## config.mk

```make
export PLATFORM = sky130hd
export DESIGN_NAME = tmr_capcmp
export DESIGN_NICKNAME = d
export VERILOG_FILES = /design/src/rtl/tmr_capcmp_pkg.sv /design/src/rtl/tmr_trig_sync.sv /design/src/rtl/tmr_counter.sv /design/src/rtl/tmr_ccr.sv /design/src/rtl/tmr_irq_gen.sv /design/src/rtl/tmr_capcmp.sv
export SDC_FILE = /design/constraint.sdc
export NUM_CORES = 1
export LEC_CHECK = 0
export BUFFER_PORTS_ARGS = -buffer_cell sky130_fd_sc_hd__buf_2
export CORE_ASPECT_RATIO = 0.75
export CORE_MARGIN = 1.5
export CORE_UTILIZATION = 48
export CTS_BUF_LIST = sky130_fd_sc_hd__clkbuf_4
export DETAILED_ROUTE_END_ITERATION = 12
export PLACE_DENSITY = 0.84
export SETUP_SLACK_MARGIN = 0.1
export SLEW_MARGIN = 25
export SYNTH_ARGS = -nofsm -noshare
export SYNTH_HDL_FRONTEND = slang
export SYNTH_HIERARCHICAL = 1
export SYNTH_SLANG_ARGS = --single-unit
```

## constraint.sdc

```tcl
create_clock -name clk -period 1.52 [get_ports clk]
set_input_delay 0.304 -clock clk [delete_from_list [all_inputs] [get_ports clk]]
set_output_delay 0.304 -clock clk [all_outputs]
set_load 0.05 [all_outputs]
```

## src/rtl/tmr_capcmp_pkg.sv

```systemverilog
package tmr_capcmp_pkg;

    localparam int TMR_W      = 16;
    localparam int TMR_SYNC_N = 2;

    typedef enum logic [1:0] {
        EDGE_FALL = 2'b00,
        EDGE_RISE = 2'b01,
        EDGE_NONE = 2'b10,
        EDGE_BOTH = 2'b11
    } edge_code_e;

    typedef struct packed {
        logic rise;
        logic fall;
    } edge_ev_t;

    // Decide whether the detected transition qualifies under the selected code.
    function automatic logic edge_qualifies(input edge_code_e code, input edge_ev_t ev);
        logic hit;
        case (code)
            EDGE_FALL: hit = ev.fall;
            EDGE_RISE: hit = ev.rise;
            EDGE_BOTH: hit = ev.rise | ev.fall;
            default:   hit = 1'b0;
        endcase
        return hit;
    endfunction

endpackage

```

## src/rtl/tmr_trig_sync.sv

```systemverilog
module tmr_trig_sync
    import tmr_capcmp_pkg::*;
#(
    parameter int STAGES = TMR_SYNC_N
) (
    input  logic     clk,
    input  logic     rst,
    input  logic     pin,
    output edge_ev_t ev
);
    localparam int LAST = STAGES;

    logic [LAST:0] pipe_q;

    genvar g;
    generate
        for (g = 0; g <= LAST; g++) begin : g_stage
            if (g == 0) begin : g_first
                always_ff @(posedge clk) begin
                    if (rst) pipe_q[g] <= 1'b0;
                    else     pipe_q[g] <= pin;
                end
            end else begin : g_next
                always_ff @(posedge clk) begin
                    if (rst) pipe_q[g] <= 1'b0;
                    else     pipe_q[g] <= pipe_q[g-1];
                end
            end
        end
    endgenerate

    // pipe_q[LAST-1] is the settled level, pipe_q[LAST] its previous value
    always_comb begin
        ev.rise = pipe_q[LAST-1] & ~pipe_q[LAST];
        ev.fall = ~pipe_q[LAST-1] & pipe_q[LAST];
    end
endmodule

```

## src/rtl/tmr_counter.sv

```systemverilog
module tmr_counter #(
    parameter int W = 16
) (
    input  logic         clk,
    input  logic         rst,
    input  logic         run_en,
    output logic [W-1:0] cnt_q
);
    always_ff @(posedge clk) begin
        if (rst)         cnt_q <= '0;
        else if (run_en) cnt_q <= cnt_q + W'(1);
    end
endmodule

```

## src/rtl/tmr_ccr.sv

```systemverilog
module tmr_ccr #(
    parameter int W = 16
) (
    input  logic         clk,
    input  logic         rst,
    input  logic         run_en,
    input  logic         capture_mode,
    input  logic         ppg_mode,
    input  logic         edge_hit,
    input  logic         wr_en,
    input  logic [W-1:0] wr_data,
    input  logic [W-1:0] cnt,
    output logic [W-1:0] ccr_q,
    output logic         cap_evt
);
    logic wr_ok;

    always_comb begin
        cap_evt = capture_mode & run_en & edge_hit;
        wr_ok   = wr_en & (~run_en | ppg_mode);
    end

    // Capture takes priority so the stored count is never lost to a write.
    always_ff @(posedge clk) begin
        if (rst)          ccr_q <= '0;
        else if (cap_evt) ccr_q <= cnt;
        else if (wr_ok)   ccr_q <= wr_data;
    end
endmodule

```

## src/rtl/tmr_irq_gen.sv

```systemverilog
module tmr_irq_gen #(
    parameter int W = 16
) (
    input  logic         clk,
    input  logic         rst,
    input  logic         capture_mode,
    input  logic [W-1:0] cnt,
    input  logic [W-1:0] ccr,
    input  logic         cap_evt,
    output logic         irq_q
);
    logic match_now;
    logic match_d;

    assign match_now = ~capture_mode & (cnt == ccr);

    // match_d resets high so the zero/zero state after reset is not an event.
    always_ff @(posedge clk) begin
        if (rst) begin
            match_d <= 1'b1;
            irq_q   <= 1'b0;
        end else begin
            match_d <= match_now;
            irq_q   <= (match_now & ~match_d) | cap_evt;
        end
    end
endmodule

```

## src/rtl/tmr_capcmp.sv

```systemverilog
module tmr_capcmp
    import tmr_capcmp_pkg::*;
#(
    parameter int CNT_W  = TMR_W,
    parameter int SYNC_N = TMR_SYNC_N
) (
    input  logic             clk,
    input  logic             rst,
    input  logic             run_en,
    input  logic             capture_mode,
    input  logic [1:0]       edge_sel,
    input  logic             trig_in,
    input  logic             ppg_mode,
    input  logic             wr_en,
    input  logic [CNT_W-1:0] wr_data,
    output logic [CNT_W-1:0] rd_data,
    output logic [CNT_W-1:0] count_out,
    output logic             irq
);
    edge_ev_t         trig_ev;
    logic             edge_hit;
    logic             cap_evt;
    logic [CNT_W-1:0] cnt_q;
    logic [CNT_W-1:0] ccr_q;

    tmr_trig_sync #(.STAGES(SYNC_N)) sync_i (
        .clk (clk),
        .rst (rst),
        .pin (trig_in),
        .ev  (trig_ev)
    );

    assign edge_hit = edge_qualifies(edge_code_e'(edge_sel), trig_ev);

    tmr_counter #(.W(CNT_W)) cnt_i (
        .clk    (clk),
        .rst    (rst),
        .run_en (run_en),
        .cnt_q  (cnt_q)
    );

    tmr_ccr #(.W(CNT_W)) ccr_i (
        .clk          (clk),
        .rst          (rst),
        .run_en       (run_en),
        .capture_mode (capture_mode),
        .ppg_mode     (ppg_mode),
        .edge_hit     (edge_hit),
        .wr_en        (wr_en),
        .wr_data      (wr_data),
        .cnt          (cnt_q),
        .ccr_q        (ccr_q),
        .cap_evt      (cap_evt)
    );

    tmr_irq_gen #(.W(CNT_W)) irq_i (
        .clk          (clk),
        .rst          (rst),
        .capture_mode (capture_mode),
        .cnt          (cnt_q),
        .ccr          (ccr_q),
        .cap_evt      (cap_evt),
        .irq_q        (irq)
    );

    assign rd_data   = ccr_q;
    assign count_out = cnt_q;
endmodule

```

==> impl_metrics.py <==
metrics = {
    "outcome": {
        "status": "finished, violations left",
        "violations": "negative setup slack",
    },
    "global_routing": {
        "grt_overflow_total": 0,
        "grt_pass1_wl_um": 9560,
        "grt_pass1_vias": 1903,
        "grt_start_max_net_pins": 18,
        "grt.total_usage_pct": 26.2,
        "antenna_found_initial": 0,
    },
    "place": {
        "placed_cells_incl_taps": 341,
        "finalWeightedCongestion": 0.870,
        "io_buffers": 57,
        "post-dp-hpwl_um": 4260,
        "dp_slack_ps": 7.05,
    },
    "drt": {
        "first_pass_iters": 4,
        "vias": 2063,
        "wire_per_inst_um": 17.5,
        "route.detailed.drc": 0,
        "ant_nets": 0,
        "drtIter0Drc": 149,
        "vias_per_cell": 5.76,
        "routed_wl_um": 6260,
    },
    "clocking": {
        "cts_sinks": 37,
        "cts_made_buffers": 5,
        "cts_buffer_depth": 2,
        "cts-root-buf": "clkbuf_4",
        "path_clk_slew_ps": 110,
        "cts_tree": "built",
        "clock_latency_ps": 340,
        "htree_levels": 2,
        "holdBufCountCts": 0,
    },
    "pwr": {
        "peakVddDrop_mv": 0.483,
        "p_leak_nw": 1.31,
        "powerDensity_nw_per_um2": 697,
    },
    "die": {
        "io_pins": 58,
        "die_area_sq_um": 4810,
        "rows": 20,
        "start_util_pct": 51.2,
        "core_sq_um": 4130,
        "die_x_um": 79.6,
        "dieHeight_um": 60.5,
    },
    "sta": {
        "max_freq_ghz": 0.650,
        "rsz0062_at_grt": "yes",
        "fin_crit_sh_pct": 101,
        "worst_pin_slew_ps": 404,
        "holdWs_ps": 164,
        "skew_ps": 4.49,
        "maxSlewViolCount": 0,
        "setup_ws_ps": -18.3,
        "finalCriticalPeriod_ps": 1540,
        "setup_violations": 1,
        "slew-limit-headroom_pct": 73.0,
        "finalHoldViolCount": 0,
    },
    "worst_hold_path": {
        "hold_start": "trig_in",
        "hold_end": "sync_i/pipe_q[0]",
        "hp-class": "input pin to flop",
        "hold_depth": 2,
    },
    "cells_and_area": {
        "n_antenna_cell": 0,
        "syn_to_final_growth_pct": 39.0,
        "fillers": 303,
        "drive_above_1_share_pct": 59.7,
        "final-instance-count-excl-fill": 358,
        "nets": 328,
    },
    "worst_setup_path": {
        "startpoint_type": "flop",
        "startpoint": "sync_i/pipe_q[1]",
        "critPathCaptureType": "flop",
        "slowest_stage": "dfxtp_2",
        "worstRegToRegCells": 6,
        "r2r_slack_ps": -20,
        "r2r_start": "sync_i/pipe_q[1]",
        "worstSetupPathType": "flop to flop",
        "required_ps": 1760,
        "timing.rr.end": "ccr_i/ccr_q[13]",
        "worstPathMaxFanout": 10,
        "cp_cell_sequence": "nor2b_2 -> a22o_1 -> nand3_4 -> buf_6 -> nor2_1 -> a311oi_2",
        "worstPathArrival_ps": 1780,
        "cpPeakStageDelay_ps": 340,
    },
    "yosys": {
        "synth.cells.most_frequent": "dfxtp_1 (37), nor2_1 (32), xnor2_1 (13)",
        "yosysWarnings": 6,
        "yosysSeqAreaShare_pct": 35.1,
        "synth_most_common_cell": "dfxtp_1",
        "syn-num-nets": 245,
        "synth_area_per_cell_sq_um": 9.65,
        "synth_ff_type": "dfxtp_1",
        "async_reset_ff_share_pct": 0,
        "yosys.area.top_type_share_pct": 35.1,
        "yosys-top-cells-area": "dfxtp_1 (35%), a311oi_2 (7.1%), nor2_1 (5.7%)",
        "ys_ff_latch": 37,
        "syn_area_sq_um": 2110,
        "synth_edf_count": 0,
        "yosysUniqueCellTypes": 45,
        "syn_inst": 219,
        "yosys.area.top_type": "dfxtp_1",
    },
    "run": {
        "drv_cap": 0,
    },
}
==> worst max path at each step <==
stage,depth (start not counted),slack (ps),to
finish,6,-20,ccr_i/ccr_q[13]
global route,6,-60,ccr_i/ccr_q[13]
CTS,4,50,cnt_i/cnt_q[15]
detailed placement,4,7,irq_i/irq_q
global placement,4,30,irq_i/irq_q
floorplan,4,-40,cnt_i/cnt_q[15]
==> area by class of cell <==
type,count,area [sq um],area share (%)
Multi-Input combinational cell,161,1350,46.0
Timing Repair Buffer,90,631,21.5
Sequential cell,37,806,27.4
Tap cell,55,68.8,2.34
Clock buffer,7,52.6,1.79
Clock inverter,1,3.75,0.128
Inverter,7,26.3,0.894
==> layer usage <==
metal,wire length (um),track usage (%),vias up,part of all wire (%)
met3,426,6.02,15,6.8
met4,144,10.8,0,2.3
met5,0,0,-,0
li1,-,-,958,-
met2,3010,41.8,103,48
met1,2680,34.9,987,43
==> stage by stage <==
| stage | TNS, ps | cell area [sq um] | util (%) | total power, W |
|---|---|---|---|---|
| 2_1_floorplan | -80.8 | 2210 | - | 0.00138 |
| 3_3_place_gp | 0 | 2610 | 63.2 | 0.00148 |
| 3_5_place_dp | 0 | 2610 | 63.2 | 0.00149 |
| 4_1_cts | 0 | 2780 | 67.4 | 0.00203 |
| 5_1_grt | -63.8 | 2940 | 71.2 | 0.00214 |
| 6_report | -18.3 | 2940 | 71.2 | 0.00205 |
==> cell usage in the layout, fill, tap and decap left out, types with 9 or more instances in the layout <==
cell	n
clkbuf_4	10
dfxtp_1	11
nand3_1	9
nor2_1	28
a311oi_2	9
buf_2	51
dfxtp_4	13
dfxtp_2	13
buf_4	28
xor2_1	11
o21ai_2	10
nand3_2	10
xnor2_1	12
==> what timing repair did <==
action,4_1_cts,5_1_grt
hold endpoints to repair,0,0
buffers inserted,3,3
gates resized for setup,15,19
cloned,1,2
setup endpoints to repair,10,24
pin swaps,8,13
==> kinds of logic (layout without fill, tap and decap cells) <==
| family | after synthesis | count (layout) | synth area share, % |
|---|---|---|---|
| muxes | 3 | 3 | 1.54 |
| adders and majority gates | 1 | 1 | 0.592 |
| and+or+nand+nor | 89 | 89 | 25.5 |
| AOI/OAI and AO/OA | 44 | 44 | 19.6 |
| xor gates and xnor gates | 24 | 24 | 9.95 |
| buffers and inverters | 21 | 105 | 7.76 |
| DFF | 37 | 37 | 35.1 |
==> where the power goes <==
group / internal [W] / total, W / switching (W)
registers: 0.000995 / 0.00104 / 0.0000471
clock network: 0.000214 / 0.000537 / 0.000324
logic: 0.000176 / 0.000468 / 0.000293
==> worst max-delay path, delay by kind of cell, from the launching register on <==
family	cells	cell delay, ps
AOI/OAI and AO/OA	2	520
and+or+nand+nor	3	400
DFF	1	340
buffers and inverters	1	170
==> sequential cells by signal, indices dropped and copies added, names as in the netlist <==
| name | flops |
|---|---|
| irq_i/match_d | 1 |
| cnt_i/cnt_q | 16 |
| sync_i/pipe_q | 3 |
| irq_i/irq_q | 1 |
| ccr_i/ccr_q | 16 |
Power figures use the tool's default switching activity.
